==> src/rtl/tju_pkg.sv <==
// Shared types for the thread join unit.
package tju_pkg;
    // Outcome of the slot write presented in the current cycle
    typedef enum logic [2:0] {
        SV_NONE,  // no write
        SV_OK,    // accepted, count stays above zero
        SV_LAST,  // accepted, count reaches zero, thread becomes ready
        SV_BAD,   // rejected, error pulse
        SV_DROP   // discarded because the same frame is freed this cycle
    } st_verdict_e;
endpackage

==> src/rtl/tju_free_pool.sv <==
// Frame ownership bitmap. It offers the lowest-numbered free frame.
// Assumes: take_fid is the frame this module offered, and give is asserted only for used frames.
module tju_free_pool #(
    parameter int NFRAMES = 16,
    parameter int FID_W   = 4
) (
    input  logic               clk,
    input  logic               rst_n,
    input  logic               take,
    input  logic [FID_W-1:0]   take_fid,
    input  logic               give,
    input  logic [FID_W-1:0]   give_fid,
    output logic [NFRAMES-1:0] used,
    output logic               empty,
    output logic [FID_W-1:0]   pick
);
    // Keep ownership: set on grant, clear on release
    always_ff @(posedge clk) begin
        if (!rst_n) begin
            used <= '0;
        end else begin
            if (take) used[take_fid] <= 1'b1;
            if (give) used[give_fid] <= 1'b0;
        end
    end

    assign empty = &used;

    // Priority encoder: lowest free index wins
    always_comb begin
        pick = '0;
        for (int i = NFRAMES - 1; i >= 0; i--) begin
            if (!used[i]) pick = FID_W'(i);
        end
    end
endmodule

==> src/rtl/tju_frame_table.sv <==
// Per-frame join counter and code pointer.
// Assumes: load and dec never target the same frame in one cycle. Clear has the highest priority.
module tju_frame_table #(
    parameter int NFRAMES = 16,
    parameter int FID_W   = 4,
    parameter int CNT_W   = 4,
    parameter int CODE_W  = 16
) (
    input  logic                        clk,
    input  logic                        rst_n,
    input  logic                        load,
    input  logic [FID_W-1:0]            load_fid,
    input  logic [CNT_W-1:0]            load_cnt,
    input  logic [CODE_W-1:0]           load_code,
    input  logic                        dec,
    input  logic [FID_W-1:0]            dec_fid,
    input  logic                        clr,
    input  logic [FID_W-1:0]            clr_fid,
    output logic [NFRAMES*CNT_W-1:0]    cnt_flat,
    output logic [NFRAMES*CODE_W-1:0]   code_flat
);
    for (genvar f = 0; f < NFRAMES; f++) begin : g_frame
        logic [CNT_W-1:0]  cnt_q;
        logic [CODE_W-1:0] code_q;

        // Count register: clear on free, load on allocate, step down on accepted write
        always_ff @(posedge clk) begin
            if (!rst_n) begin
                cnt_q <= '0;
            end else if (clr && clr_fid == FID_W'(f)) begin
                cnt_q <= '0;
            end else if (load && load_fid == FID_W'(f)) begin
                cnt_q <= load_cnt;
            end else if (dec && dec_fid == FID_W'(f)) begin
                cnt_q <= cnt_q - CNT_W'(1);
            end
        end

        // Code pointer captured at allocation
        always_ff @(posedge clk) begin
            if (!rst_n) begin
                code_q <= '0;
            end else if (load && load_fid == FID_W'(f)) begin
                code_q <= load_code;
            end
        end

        assign cnt_flat[f*CNT_W +: CNT_W]    = cnt_q;
        assign code_flat[f*CODE_W +: CODE_W] = code_q;
    end
endmodule

==> src/rtl/tju_slot_mem.sv <==
// Frame slot storage: one write port, one combinational read port for the pre-load stage.
// Assumes: contents are undefined until written. Nothing reads a slot before it is written.
module tju_slot_mem #(
    parameter int NFRAMES = 16,
    parameter int NSLOTS  = 8,
    parameter int FID_W   = 4,
    parameter int SLOT_W  = 3,
    parameter int DATA_W  = 32
) (
    input  logic              clk,
    input  logic              wr,
    input  logic [FID_W-1:0]  wr_fid,
    input  logic [SLOT_W-1:0] wr_slot,
    input  logic [DATA_W-1:0] wr_data,
    input  logic [FID_W-1:0]  rd_fid,
    input  logic [SLOT_W-1:0] rd_slot,
    output logic [DATA_W-1:0] rd_data
);
    localparam int WORDS = NFRAMES * NSLOTS;

    logic [DATA_W-1:0] mem_q [WORDS];

    // Commit accepted slot writes
    always_ff @(posedge clk) begin
        if (wr) mem_q[int'(wr_fid) * NSLOTS + int'(wr_slot)] <= wr_data;
    end

    assign rd_data = mem_q[int'(rd_fid) * NSLOTS + int'(rd_slot)];
endmodule

==> src/rtl/tju_ready_fifo.sv <==
// Ready-thread queue with a first-word fall-through head.
// Assumes: push is never asserted while full (the caller rejects it).
module tju_ready_fifo #(
    parameter int DEPTH = 16,
    parameter int W     = 20
) (
    input  logic         clk,
    input  logic         rst_n,
    input  logic         push,
    input  logic [W-1:0] push_data,
    input  logic         pop,
    output logic         full,
    output logic         valid,
    output logic [W-1:0] head
);
    localparam int PTR_W = (DEPTH > 1) ? $clog2(DEPTH) : 1;
    localparam int CNT_W = $clog2(DEPTH + 1);

    logic [W-1:0]     buf_q [DEPTH];
    logic [PTR_W-1:0] wr_q, rd_q;
    logic [CNT_W-1:0] n_q;
    logic             do_pop;

    assign do_pop = pop && valid;
    assign full   = (n_q == CNT_W'(DEPTH));
    assign valid  = (n_q != '0);
    assign head   = buf_q[rd_q];

    // Store the entry being pushed
    always_ff @(posedge clk) begin
        if (push) buf_q[wr_q] <= push_data;
    end

    // Advance the pointers and the occupancy
    always_ff @(posedge clk) begin
        if (!rst_n) begin
            wr_q <= '0;
            rd_q <= '0;
            n_q  <= '0;
        end else begin
            if (push)   wr_q <= (wr_q == PTR_W'(DEPTH - 1)) ? '0 : wr_q + PTR_W'(1);
            if (do_pop) rd_q <= (rd_q == PTR_W'(DEPTH - 1)) ? '0 : rd_q + PTR_W'(1);
            n_q <= n_q + CNT_W'(push) - CNT_W'(do_pop);
        end
    end
endmodule

==> src/rtl/thread_join_unit.sv <==
// Thread join unit: frame allocation, join counting, ready queue, frame release.
// Assumes: one write, one allocate and one free per cycle. All decisions use the state
// at the start of the cycle. A free overrides a same-cycle write to the same frame.
module thread_join_unit #(
    parameter int NFRAMES  = 16,
    parameter int NSLOTS   = 8,
    parameter int DATA_W   = 32,
    parameter int CODE_W   = 16,
    parameter int MAX_JOIN = 15,
    localparam int FID_W   = $clog2(NFRAMES),
    localparam int SLOT_W  = $clog2(NSLOTS),
    localparam int CNT_W   = $clog2(MAX_JOIN + 1)
) (
    input  logic              clk,
    input  logic              rst_n,
    input  logic              alloc_req,
    input  logic [CODE_W-1:0] alloc_code,
    input  logic [CNT_W-1:0]  alloc_count,
    output logic              alloc_grant,
    output logic              alloc_busy,
    output logic [FID_W-1:0]  alloc_fid,
    input  logic              st_valid,
    input  logic [FID_W-1:0]  st_fid,
    input  logic [SLOT_W-1:0] st_slot,
    input  logic [DATA_W-1:0] st_data,
    output logic              st_err,
    input  logic              free_valid,
    input  logic [FID_W-1:0]  free_fid,
    output logic              rdy_valid,
    output logic [FID_W-1:0]  rdy_fid,
    output logic [CODE_W-1:0] rdy_code,
    input  logic              rdy_pop,
    input  logic [FID_W-1:0]  pl_fid,
    input  logic [SLOT_W-1:0] pl_slot,
    output logic [DATA_W-1:0] pl_data
);
    import tju_pkg::*;

    localparam int ENT_W = FID_W + CODE_W;

    logic [NFRAMES-1:0]        used;
    logic                      pool_empty;
    logic [FID_W-1:0]          pool_pick;
    logic [NFRAMES*CNT_W-1:0]  cnt_flat;
    logic [NFRAMES*CODE_W-1:0] code_flat;
    logic [CNT_W-1:0]          tgt_cnt;
    logic [CODE_W-1:0]         tgt_code;
    logic                      tgt_used;
    logic                      free_ok;
    logic                      q_full;
    logic                      accept;
    logic [ENT_W-1:0]          q_head;
    st_verdict_e               verdict;

    assign tgt_used    = used[st_fid];
    assign tgt_cnt     = cnt_flat[st_fid*CNT_W +: CNT_W];
    assign tgt_code    = code_flat[st_fid*CODE_W +: CODE_W];
    assign free_ok     = free_valid && used[free_fid];
    assign alloc_busy  = pool_empty;
    assign alloc_fid   = pool_pick;
    assign alloc_grant = alloc_req && !pool_empty && (alloc_count != '0);
    assign accept      = (verdict == SV_OK) || (verdict == SV_LAST);

    // Classify the incoming slot write against start-of-cycle state
    always_comb begin
        verdict = SV_NONE;
        if (st_valid) begin
            if (!tgt_used || tgt_cnt == '0)                 verdict = SV_BAD;
            else if (free_valid && free_fid == st_fid)      verdict = SV_DROP;
            else if (tgt_cnt == CNT_W'(1) && q_full)        verdict = SV_BAD;
            else if (tgt_cnt == CNT_W'(1))                  verdict = SV_LAST;
            else                                            verdict = SV_OK;
        end
    end

    // One-cycle error pulse for rejected writes
    always_ff @(posedge clk) begin
        if (!rst_n) st_err <= 1'b0;
        else        st_err <= (verdict == SV_BAD);
    end

    tju_free_pool #(.NFRAMES(NFRAMES), .FID_W(FID_W)) pool_i (
        .clk(clk), .rst_n(rst_n),
        .take(alloc_grant), .take_fid(pool_pick),
        .give(free_ok), .give_fid(free_fid),
        .used(used), .empty(pool_empty), .pick(pool_pick)
    );

    tju_frame_table #(.NFRAMES(NFRAMES), .FID_W(FID_W), .CNT_W(CNT_W), .CODE_W(CODE_W)) table_i (
        .clk(clk), .rst_n(rst_n),
        .load(alloc_grant), .load_fid(pool_pick), .load_cnt(alloc_count), .load_code(alloc_code),
        .dec(accept), .dec_fid(st_fid),
        .clr(free_ok), .clr_fid(free_fid),
        .cnt_flat(cnt_flat), .code_flat(code_flat)
    );

    tju_slot_mem #(.NFRAMES(NFRAMES), .NSLOTS(NSLOTS), .FID_W(FID_W), .SLOT_W(SLOT_W),
                   .DATA_W(DATA_W)) mem_i (
        .clk(clk),
        .wr(accept), .wr_fid(st_fid), .wr_slot(st_slot), .wr_data(st_data),
        .rd_fid(pl_fid), .rd_slot(pl_slot), .rd_data(pl_data)
    );

    tju_ready_fifo #(.DEPTH(NFRAMES), .W(ENT_W)) fifo_i (
        .clk(clk), .rst_n(rst_n),
        .push(verdict == SV_LAST), .push_data({st_fid, tgt_code}),
        .pop(rdy_pop), .full(q_full), .valid(rdy_valid), .head(q_head)
    );

    assign rdy_fid  = q_head[ENT_W-1 -: FID_W];
    assign rdy_code = q_head[CODE_W-1:0];
endmodule

==> config.mk <==
export PLATFORM = sky130hd
export DESIGN_NAME = thread_join_unit
export DESIGN_NICKNAME = d
export VERILOG_FILES = /design/src/rtl/tju_pkg.sv /design/src/rtl/tju_free_pool.sv /design/src/rtl/tju_frame_table.sv /design/src/rtl/tju_slot_mem.sv /design/src/rtl/tju_ready_fifo.sv /design/src/rtl/thread_join_unit.sv
export SDC_FILE = /design/constraint.sdc
export NUM_CORES = 2
export LEC_CHECK = 0
export BUFFER_PORTS_ARGS = -buffer_cell sky130_fd_sc_hd__buf_2
export CORE_ASPECT_RATIO = 0.9
export CORE_MARGIN = 2
export CORE_UTILIZATION = 52
export CTS_CLUSTER_SIZE = 16
export DETAILED_ROUTE_END_ITERATION = 7
export GPL_TIMING_DRIVEN = 0
export PLACE_DENSITY = 0.67
export SLEW_MARGIN = 30
export SYNTH_ARGS = -nofsm -noshare
export SYNTH_HDL_FRONTEND = slang
export SYNTH_MEMORY_MAX_BITS = 65536
export SYNTH_SLANG_ARGS = --single-unit
==> constraint.sdc <==
create_clock -name clk -period 6.8 [get_ports clk]
set_clock_uncertainty 0.15 [all_clocks]
set_input_delay 0.68 -clock clk [delete_from_list [all_inputs] [get_ports clk]]
set_output_delay 0.68 -clock clk [all_outputs]
set_load 0.05 [all_outputs]
==> results.toml <==
[die]
dieWidth_um = 634
rows = 208
die_y_um = 571
die_area_um2 = 362000
core_um2 = 356000
start_util = 0.521
ioPinCount = 136

[clocking]
ctsLongestPathBuffers = 4
htree_levels = 5
numCtsBuffers = 455
cts_tree = "done"
clock_latency_ns = 0.99
cts_root_buffer = "clkbuf_16"
path_clk_slew_ns = 0.05
cts_sinks = 4770
cts_resized = 0

[power_and_ir_drop]
power_density_nw_per_um2 = 285
clockPowerShare = 0.412
internal_power_uw = 47700
p_sw_uw = 13700
max-vdd-ir-drop_mv = 0.257
switching_share = 0.222
pwr-share-seq = 0.522
power_leakage_uw = 0.0672
combPwrFrac = 0.066

[grt]
grt_overflow = 0
antenna_found_initial = 23
grt_max_degree = 91
grt_usage = 0.282
grt_pass1_vias = 94000
grt_pass1_wl_mm = 714

[layout]
final_common_cell = "edfxtp_1"
drive_gt1_frac = 0.297
final_area_um2 = 215000
seq_area_um2 = 140000
nNetsFinal = 9667
multi_input_area_um2 = 44600
layout_common_cells = "4,416 x edfxtp_1, 1,407 x mux4_2, 570 x nand2_1"
syn_to_final_growth_pct = 16.2
nFillCells = 24100

[synth]
seq_area_frac_synth = 0.753
ys_ff_latch = 4770
syn_area_um2 = 185000
syn_avg_cell_area_um2 = 21.4
async_reset_ff_frac = 0
yosys_warnings = 0
yosys_most_used_dff = "edfxtp_1"
synthCells = 8668
syn_nets = 8772
synth_edf_count = 4416
synthDistinctLibCells = 79

[sta]
max_clock_freq_mhz = 155
grt_setup_unrepaired = "false"
layout_min_cycle_time_ns = 6.43
min_period_over_period = 0.946
worst_slew_pin_slew_ns = 1.14
max_slew_margin = 0.241
setup_viol_count_final = 0
finalMaxSlewViolations = 0
fin_ws_ns = 0.367
hold_viol = 0

[worst_setup_path]
worstPathMaxFanout = 10
start_kind = "input port"
crit_required_ns = 5.97
arrival_ns = 5.60
worst_setup_path_end_kind = "primary output"
worstSetupPathType = "input port to primary output"

[min_path]
min_path_type = "input port to register"

[outcome]
outcome = "complete, no violations"

[job]
maxCapViolations = 0

[drt]
wl_mm = 509
num_vias = 95300
post_drt_wl_per_cell_um = 34.7
ant_nets = 0
route.detailed.drc = 0
routed_via_density = 6.49
first_pass_iters = 8
drt_iter0_markers = 14400

[placed_design]
place_area_um2 = 200000
dp_slack_ns = 0.522
place_congestion = 0.929
dpl.hpwl_mm = 344
io_buffers = 106
==> synthesized netlist by cell type (48+ instances only) <==
| master | n | share of area |
|---|---|---|
| a211oi_1 | 48 | 0.0019 |
| a21boi_0 | 243 | 0.0098 |
| a21oi_1 | 59 | 0.0016 |
| a22oi_1 | 64 | 0.0026 |
| buf_1 | 62 | 0.0013 |
| buf_2 | 159 | 0.0043 |
| clkbuf_1 | 292 | 0.0059 |
| dfxtp_1 | 354 | 0.038 |
| edfxtp_1 | 4416 | 0.71 |
| inv_1 | 57 | 0.0012 |
| mux2i_1 | 134 | 0.0072 |
| mux4_2 | 1407 | 0.17 |
| nand2_1 | 571 | 0.012 |
| nor2_1 | 171 | 0.0035 |
| o22ai_1 | 65 | 0.0022 |
==> path summary, 6_finish.rpt <==
kind	from	end	slack, ns	cells past startpoint
max reg2reg	fifo_i.n_q[3]	mem_i.mem_q[71][13]	2.50	10
max	pl_slot[1]	pl_data[18]	0.37	9
min reg2reg	table_i.g_frame[8].code_q[6]	table_i.g_frame[8].code_q[6]	0.30	2
min	st_valid	st_err	0.12	3
==> cell type report <==
type	instances	share of cell area
antenna	17	0.000197
sequential	4770	0.648
clock buffer	551	0.0552
inverter	59	0.00103
clock inverter	285	0.0131
multi-input combinational	3286	0.207
timing repair buffer	438	0.0362
tap	4725	0.0274
buffer	553	0.0117
==> per-layer routing <==
| metal | global-route usage | routed length [um] | vias up |
|---|---|---|---|
| met2 | 0.429 | 234000 | 5674 |
| met1 | 0.403 | 195000 | 50600 |
| met3 | 0.0566 | 55100 | 923 |
| met4 | 0.115 | 24800 | 6 |
| met5 | 0 | 41 | - |
| li1 | - | - | 38100 |
==> state kept, by name, indices dropped and copies added (netlist names), named ones only <==
name,cells
table_i.g_frame.code_q,256
pool_i.used,16
table_i.g_frame.cnt_q,64
fifo_i.buf_q,320
fifo_i.rd_q,4
st_err,1
mem_i.mem_q,4096
fifo_i.wr_q,4
fifo_i.n_q,5
==> repair_timing <==
item	CTS	global route
hold buffers	52	0
endpoints found under the hold margin	1529	0
buffers inserted	0	0
endpoints found under the setup margin	0	0
==> worst max-delay path, stage by stage <==
cell	delay (ns)
buf_2	0.22
buf_2	0.61
clkbuf_1	0.84
clkbuf_1	0.74
mux4_2	0.42
mux4_2	0.59
o22ai_1	0.88
nor4_2	0.28
buf_2	0.30
==> per-stage QoR <==
| stage | total power, uW | util | TNS, ns | hold slack (ns) | instances |
|---|---|---|---|---|---|
| 5_1_grt | 62800 | 0.606 | 0 | 0.0615 | 14700 |
| 3_5_place_dp | 36700 | 0.562 | 0 | 0.292 | 13800 |
| 2_1_floorplan | 34900 | - | 0 | 0.278 | 8668 |
| 6_report | 61400 | 0.606 | 0 | 0.118 | 14700 |
| 3_3_place_gp | 36500 | 0.540 | -278.77 | 0.285 | 13500 |
| 4_1_cts | 61600 | 0.605 | 0 | 0.0181 | 14700 |
==> power by group through the flow <==
stage | logic [uW] | clock network [uW] | registers [uW]
6_report | 4060 | 25300 | 32100
3_3_place_gp | 3760 | 0 | 32700
4_1_cts | 4050 | 25500 | 32000
3_5_place_dp | 4000 | 0 | 32700
2_1_floorplan | 2180 | 0 | 32700
5_1_grt | 4220 | 26600 | 32000
==> cell families (layout without fill, tap and decap cells) <==
group           Yosys count  count (layout)  share of synthesized area
simple gates           1038            1038                     0.0258
buf+inv                 612            1886                     0.0144
compound gates          653             653                     0.0255
flops                  4770            4770                      0.753
xor+xnor                 24              24                    0.00113
other cells               0              17                          0
fa+ha+maj                28              28                    0.00193
mux                    1543            1543                      0.178
Power figures use the tool's default switching activity.
